<file path="src/rtl/agc_pkg.sv">
package agc_pkg;
  typedef enum logic [1:0] {
    SRC_I    = 2'd0,
    SRC_Q    = 2'd1,
    SRC_AVG  = 2'd2,
    SRC_AVG2 = 2'd3
  } agc_src_e;
endpackage

</file>
<file path="src/rtl/agc_level_det.sv">
module agc_level_det #(
  parameter int SW = 8
) (
  input  logic [SW-1:0] i_s,
  input  logic [SW-1:0] q_s,
  input  logic [1:0]    src,
  output logic [SW-1:0] lvl
);
  import agc_pkg::*;

  logic [SW-1:0] raw [2];
  logic [SW-1:0] mag [2];
  logic [SW:0]   mag_sum;

  assign raw[0] = i_s;
  assign raw[1] = q_s;

  for (genvar ch = 0; ch < 2; ch++) begin : g_mag
    // two's complement magnitude; the most negative code maps to 2^(SW-1)
    assign mag[ch] = raw[ch][SW-1] ? (~raw[ch] + 1'b1) : raw[ch];
  end

  assign mag_sum = {1'b0, mag[0]} + {1'b0, mag[1]};

  always_comb begin
    unique case (agc_src_e'(src))
      SRC_I:   lvl = mag[0];
      SRC_Q:   lvl = mag[1];
      default: lvl = mag_sum[SW:1];
    endcase
  end
endmodule

</file>
<file path="src/rtl/agc_integrator.sv">
module agc_integrator #(
  parameter int SW  = 8,
  parameter int GW  = 16,
  parameter int SHW = 3
) (
  input  logic           clk,
  input  logic           rst_n,
  input  logic           step_en,
  input  logic [SW-1:0]  target,
  input  logic [SW-1:0]  lvl,
  input  logic [SHW-1:0] shift,
  input  logic [GW-1:0]  init_gain,
  output logic [GW-1:0]  gain
);
  localparam int EW = SW + 2;
  localparam int XW = GW + 2;

  logic signed [EW-1:0] err;
  logic signed [EW-1:0] err_sh;
  logic signed [XW-1:0] err_ext;
  logic signed [XW-1:0] sum;
  logic [GW-1:0]        nxt;

  assign err     = $signed({2'b00, target}) - $signed({2'b00, lvl});
  assign err_sh  = err >>> shift;
  assign err_ext = {{(XW-EW){err_sh[EW-1]}}, err_sh};
  assign sum     = $signed({2'b00, gain}) + err_ext;

  always_comb begin
    if (sum[XW-1])     nxt = '0;
    else if (sum[GW])  nxt = '1;
    else               nxt = sum[GW-1:0];
  end

  always_ff @(posedge clk) begin
    if (!rst_n)        gain <= init_gain;
    else if (step_en)  gain <= nxt;
  end
endmodule

</file>
<file path="src/rtl/agc_sdm.sv">
module agc_sdm #(
  parameter int GW = 16,
  parameter int MW = 8
) (
  input  logic          clk,
  input  logic          rst_n,
  input  logic [GW-1:0] gain,
  input  logic          invert,
  output logic          bit_out
);
  logic [MW-1:0] acc;
  logic          carry_q;
  logic [MW:0]   acc_sum;

  assign acc_sum = {1'b0, acc} + {1'b0, gain[GW-1 -: MW]};

  always_ff @(posedge clk) begin
    if (!rst_n) begin
      acc     <= '0;
      carry_q <= 1'b0;
    end else begin
      acc     <= acc_sum[MW-1:0];
      carry_q <= acc_sum[MW];
    end
  end

  assign bit_out = carry_q ^ invert;
endmodule

</file>
<file path="src/rtl/agc_sd_loop.sv">
module agc_sd_loop #(
  parameter int SW  = 8,
  parameter int GW  = 16,
  parameter int SHW = 3,
  parameter int MW  = 8
) (
  input  logic           clk,
  input  logic           rst_n,
  input  logic           smp_valid,
  output logic           smp_ready,
  input  logic [SW-1:0]  smp_i,
  input  logic [SW-1:0]  smp_q,
  input  logic [1:0]     cfg_src,
  input  logic [SW-1:0]  cfg_target,
  input  logic [SHW-1:0] cfg_shift,
  input  logic [GW-1:0]  cfg_init_gain,
  input  logic           cfg_invert,
  input  logic           freeze,
  output logic [GW-1:0]  gain_word,
  output logic           pdm_out
);
  logic [SW-1:0] lvl;
  logic          take;

  assign smp_ready = 1'b1;
  assign take      = smp_valid && smp_ready && !freeze;

  agc_level_det #(.SW(SW)) u_det (
    .i_s (smp_i),
    .q_s (smp_q),
    .src (cfg_src),
    .lvl (lvl)
  );

  agc_integrator #(.SW(SW), .GW(GW), .SHW(SHW)) u_int (
    .clk       (clk),
    .rst_n     (rst_n),
    .step_en   (take),
    .target    (cfg_target),
    .lvl       (lvl),
    .shift     (cfg_shift),
    .init_gain (cfg_init_gain),
    .gain      (gain_word)
  );

  agc_sdm #(.GW(GW), .MW(MW)) u_sdm (
    .clk     (clk),
    .rst_n   (rst_n),
    .gain    (gain_word),
    .invert  (cfg_invert),
    .bit_out (pdm_out)
  );
endmodule

</file>
<file path="config.mk">
export PLATFORM = sky130hd
export DESIGN_NAME = agc_sd_loop
export DESIGN_NICKNAME = d
export VERILOG_FILES = /design/src/rtl/agc_pkg.sv /design/src/rtl/agc_level_det.sv /design/src/rtl/agc_integrator.sv /design/src/rtl/agc_sdm.sv /design/src/rtl/agc_sd_loop.sv
export SDC_FILE = /design/constraint.sdc
export NUM_CORES = 1
export LEC_CHECK = 0
export CORE_UTILIZATION = 55
export CTS_BUF_LIST = sky130_fd_sc_hd__clkbuf_16
export CTS_CLUSTER_SIZE = 24
export DETAILED_ROUTE_END_ITERATION = 8
export GPL_TIMING_DRIVEN = 1
export MAX_ROUTING_LAYER = met4
export PLACE_DENSITY = 0.84
export SETUP_SLACK_MARGIN = 0.3
export SYNTH_ARGS = -nofsm -noshare
export SYNTH_HDL_FRONTEND = slang
export SYNTH_SLANG_ARGS = --single-unit
</file>
<file path="constraint.sdc">
create_clock -name clk -period 11.4 [get_ports clk]
set_input_delay 2.28 -clock clk [delete_from_list [all_inputs] [get_ports clk]]
set_output_delay 2.28 -clock clk [all_outputs]
set_load 0.02 [all_outputs]
</file>
==> summary.txt <==
Run status
  • Run status: finished clean

Synth
  • Syn Nets: around 530
  • Post-Synth Simple-Gate Area: 0.183
  • Cells after Synth: 436
  • Synth Area in Compound Gates: 0.272
  • Synth Area in Adders: 0.173
  • Synth area leader: ha_1
  • Mean Syn Cell Area: around 8.2 µm²
  • Multiplexer share of the synthesized area: 0.0319
  • Cell variety after synth: 68
  • Netlist Area Pre-Place: approximately 3600 µm²
  • Area share of the largest cell type after synthesis: 0.151
  • Yosys warns: 0
  • Dominant cells by area after synthesis: ha_1, edfxtp_1, xnor2_1
  • Post-synth EDFFs: 16
  • Async S/R FF share, synth: 0
  • Post-synthesis sequential area ratio: 0.185
  • Xor and xnor area share after synthesis: 0.0952
  • Largest family of logic cells by synthesized area: compound AO/OA/AOI/OAI gates
  • Synth Flop Type: edfxtp_1
  • Seq cells post-synth: 25

Route
  • Via Count: roughly 3500
  • Drt drc: 0
  • Post-route ant nets: 0
  • Via/cell ratio: approximately 6
  • 1st-pass router iterations: 8
  • Routed length per placed instance: between 15 and 20 µm
  • DR iter-0 viols: between 150 and 200
  • Routed WL: a little under 9000 µm

Place
  • Hpwl dp: slightly below 7000 µm
  • Port bufs: 66
  • RePlAce Congestion: slightly above 0.9
  • Dpl cells: between 500 and 600

Setup path
  • Worst setup path class: in2reg
  • CP max stage delay: between 800 and 900 ps
  • WP data required: 11360 ps
  • Startpoint Class: input pin
  • Worst path slowest cell: xnor2_2
  • Cells on worst reg2reg path: 10
  • CP endpoint kind: register
  • Crit-path max FO: 16
  • Worst Path Arrival: between 9000 and 10000 ps

Timing
  • Clock skew: 3.09 ps
  • Final worst-path cycle share: 0.818
  • Setup TNS: 0 ps
  • Final min period: approximately 9300 ps
  • Final Hold Vio Count: 0
  • Final setup viols: 0
  • Max-slew violations: 0
  • Worst-margin pin slew: 1090 ps
  • Fmax achieved: 107 MHz
  • Headroom to the max-slew limit: 0.272
  • Setup repair after global routing missed its margin: false

Finish
  • Commonest non-fill, non-tap cell in the layout: clkdlybuf4s50_1
  • Area growth from synthesis to final layout: 21.1%
  • Area taken by flip-flops and latches: 661 µm²
  • Antenna Cells: 0
  • Nets: 590
  • Multi-input gate area: between 2000 and 3000 µm²
  • Layout Cells excl Fill: roughly 570
  • Layout cell share with drive strength beyond 1: 0.0711
  • Fillers: roughly 530
  • Commonest cells after routing, fill and taps aside: clkdlybuf4s50_1, nor2_1, ha_1

Global routing
  • Antenna violations before repair: 0
  • Total grt overflow: 0
  • Global Route Usage Sum: 0.267
  • Vias in the first global route: 3134
  • Global-route wire length before repair: roughly 14000 µm
  • Pin count of the biggest net entering global routing: 45

Pwr
  • Power per standard cell area: just over 200 nW/µm²
  • Leakage power total: 0.00178 µW
  • VDD IR-drop max: about 0.00015 V

Die
  • Core area: around 6300 µm²
  • Row cnt: 29
  • Die height: a little over 80 µm
  • Die Area: a little under 7000 µm²
  • Starting Density: 0.566
  • Die width: between 80 and 90 µm
  • Boundary Pins: 68

Min path
  • Hold Path Depth: 2
  • Hold Crit Class: reg2reg

Clock network
  • Post-cts hold buffer count: 0
  • Post-CTS Setup Inserts: 0
  • Deepest clock path buffer count: 2
  • Clock-pin slew on the worst setup and hold paths: 60 ps
  • CTS Sinks: 25
  • Clock Latency Late Sink: around 260 ps
  • TritonCTS Buffers: 3
  • Root buffer cell: clkbuf_16
  • Post-cts resize count: 0
  • TritonCTS clock tree: done
  • H-tree Lvls: 1

Run
  • Max-Cap Viols: 0
[critical path: cells and delay by family]
kind	cells	cell delay, ps
AO/OA/AOI/OAI	12	2220
XOR/XNOR	3	1440
adder cells (fa/ha/maj)	5	1400
buffers and inverters	4	790
multiplexers	2	660
AND/OR/NAND/NOR	4	500
[flip-flops by register name (all words and copies together) (netlist names)]
register,count
u_sdm.carry_q,1
u_int.gain,16
u_sdm.acc,8
[area by class of cell]
type / instances / area share
tap: 77 / 0.0223
multi-input combinational: 364 / 0.624
inverter: 31 / 0.0269
sequential: 25 / 0.153
clock inverter: 1 / 0.000867
timing repair buffer: 68 / 0.156
clock buffer: 3 / 0.0173
[worst paths after layout]
path	from	endpoint	slack (ps)
worst min-delay path	u_sdm.acc[0]	u_sdm.acc[0]	560
worst min register to register	u_sdm.acc[0]	u_sdm.acc[0]	560
worst max register to register	u_int.gain[0]	u_int.gain[3]	8150
worst max-delay path	smp_q[0]	u_int.gain[3]	2070
[kinds of logic after synthesis]
| group | Yosys count |
|---|---|
| AOI/OAI and AO/OA | 131 |
| xor gates and xnor gates | 38 |
| adders and majority gates | 47 |
| buffers and inverters | 47 |
| DFF | 25 |
| muxes | 10 |
| other | 1 |
| and+or+nand+nor | 137 |
[synth_stat cells (all sizes together), types with 2 or more instances]
library cell	n
nor2b	11
a31o	2
o21a	6
xnor2	26
or3	2
nand3	7
nand2	33
nand2b	8
clkbuf	12
edfxtp	16
a21oi	34
o221a	2
a311oi	16
dfxtp	9
nor3	9
a31oi	5
a221o	2
o31ai	4
fa	4
inv	30
o21ai	27
a21o	6
nor4	2
a21boi	3
xor2	12
o211ai	3
mux2i	8
ha	43
buf	4
nor2	51
o21bai	2
and2	8
o221ai	3
a211oi	7
[layer usage]
metal | GRT usage | up-vias | share of wire
li1 | - | 1692 | -
met1 | 0.344 | 1605 | 0.45
met2 | 0.451 | 142 | 0.47
met3 | 0.0319 | 23 | 0.059
met4 | 0.0534 | 0 | 0.019
met5 | - | - | 0
[report_power, final]
group	total (µW)	leakage (µW)	internal [µW]	switching, µW
sequential	163	0.000234	140	23.0
combinational	634	0.00150	284	350
clock	79.0	0.0000423	47.0	32.1
[metrics by stage]
step                      total power [µW]  worst slack [ps]  hold WS, ps  cell area (µm²)  utilization
after detailed placement               784              1910          535             4250        0.673
after CTS                              870              2120          553             4330        0.686
final                                  877              2070          560             4330        0.686
after floorplan                        641              3490          522             3570            -
after global placement                 767              2320          531             4250        0.673
after global routing                   949              1470          606             4330        0.686
(Power assumes the default switching activity.)
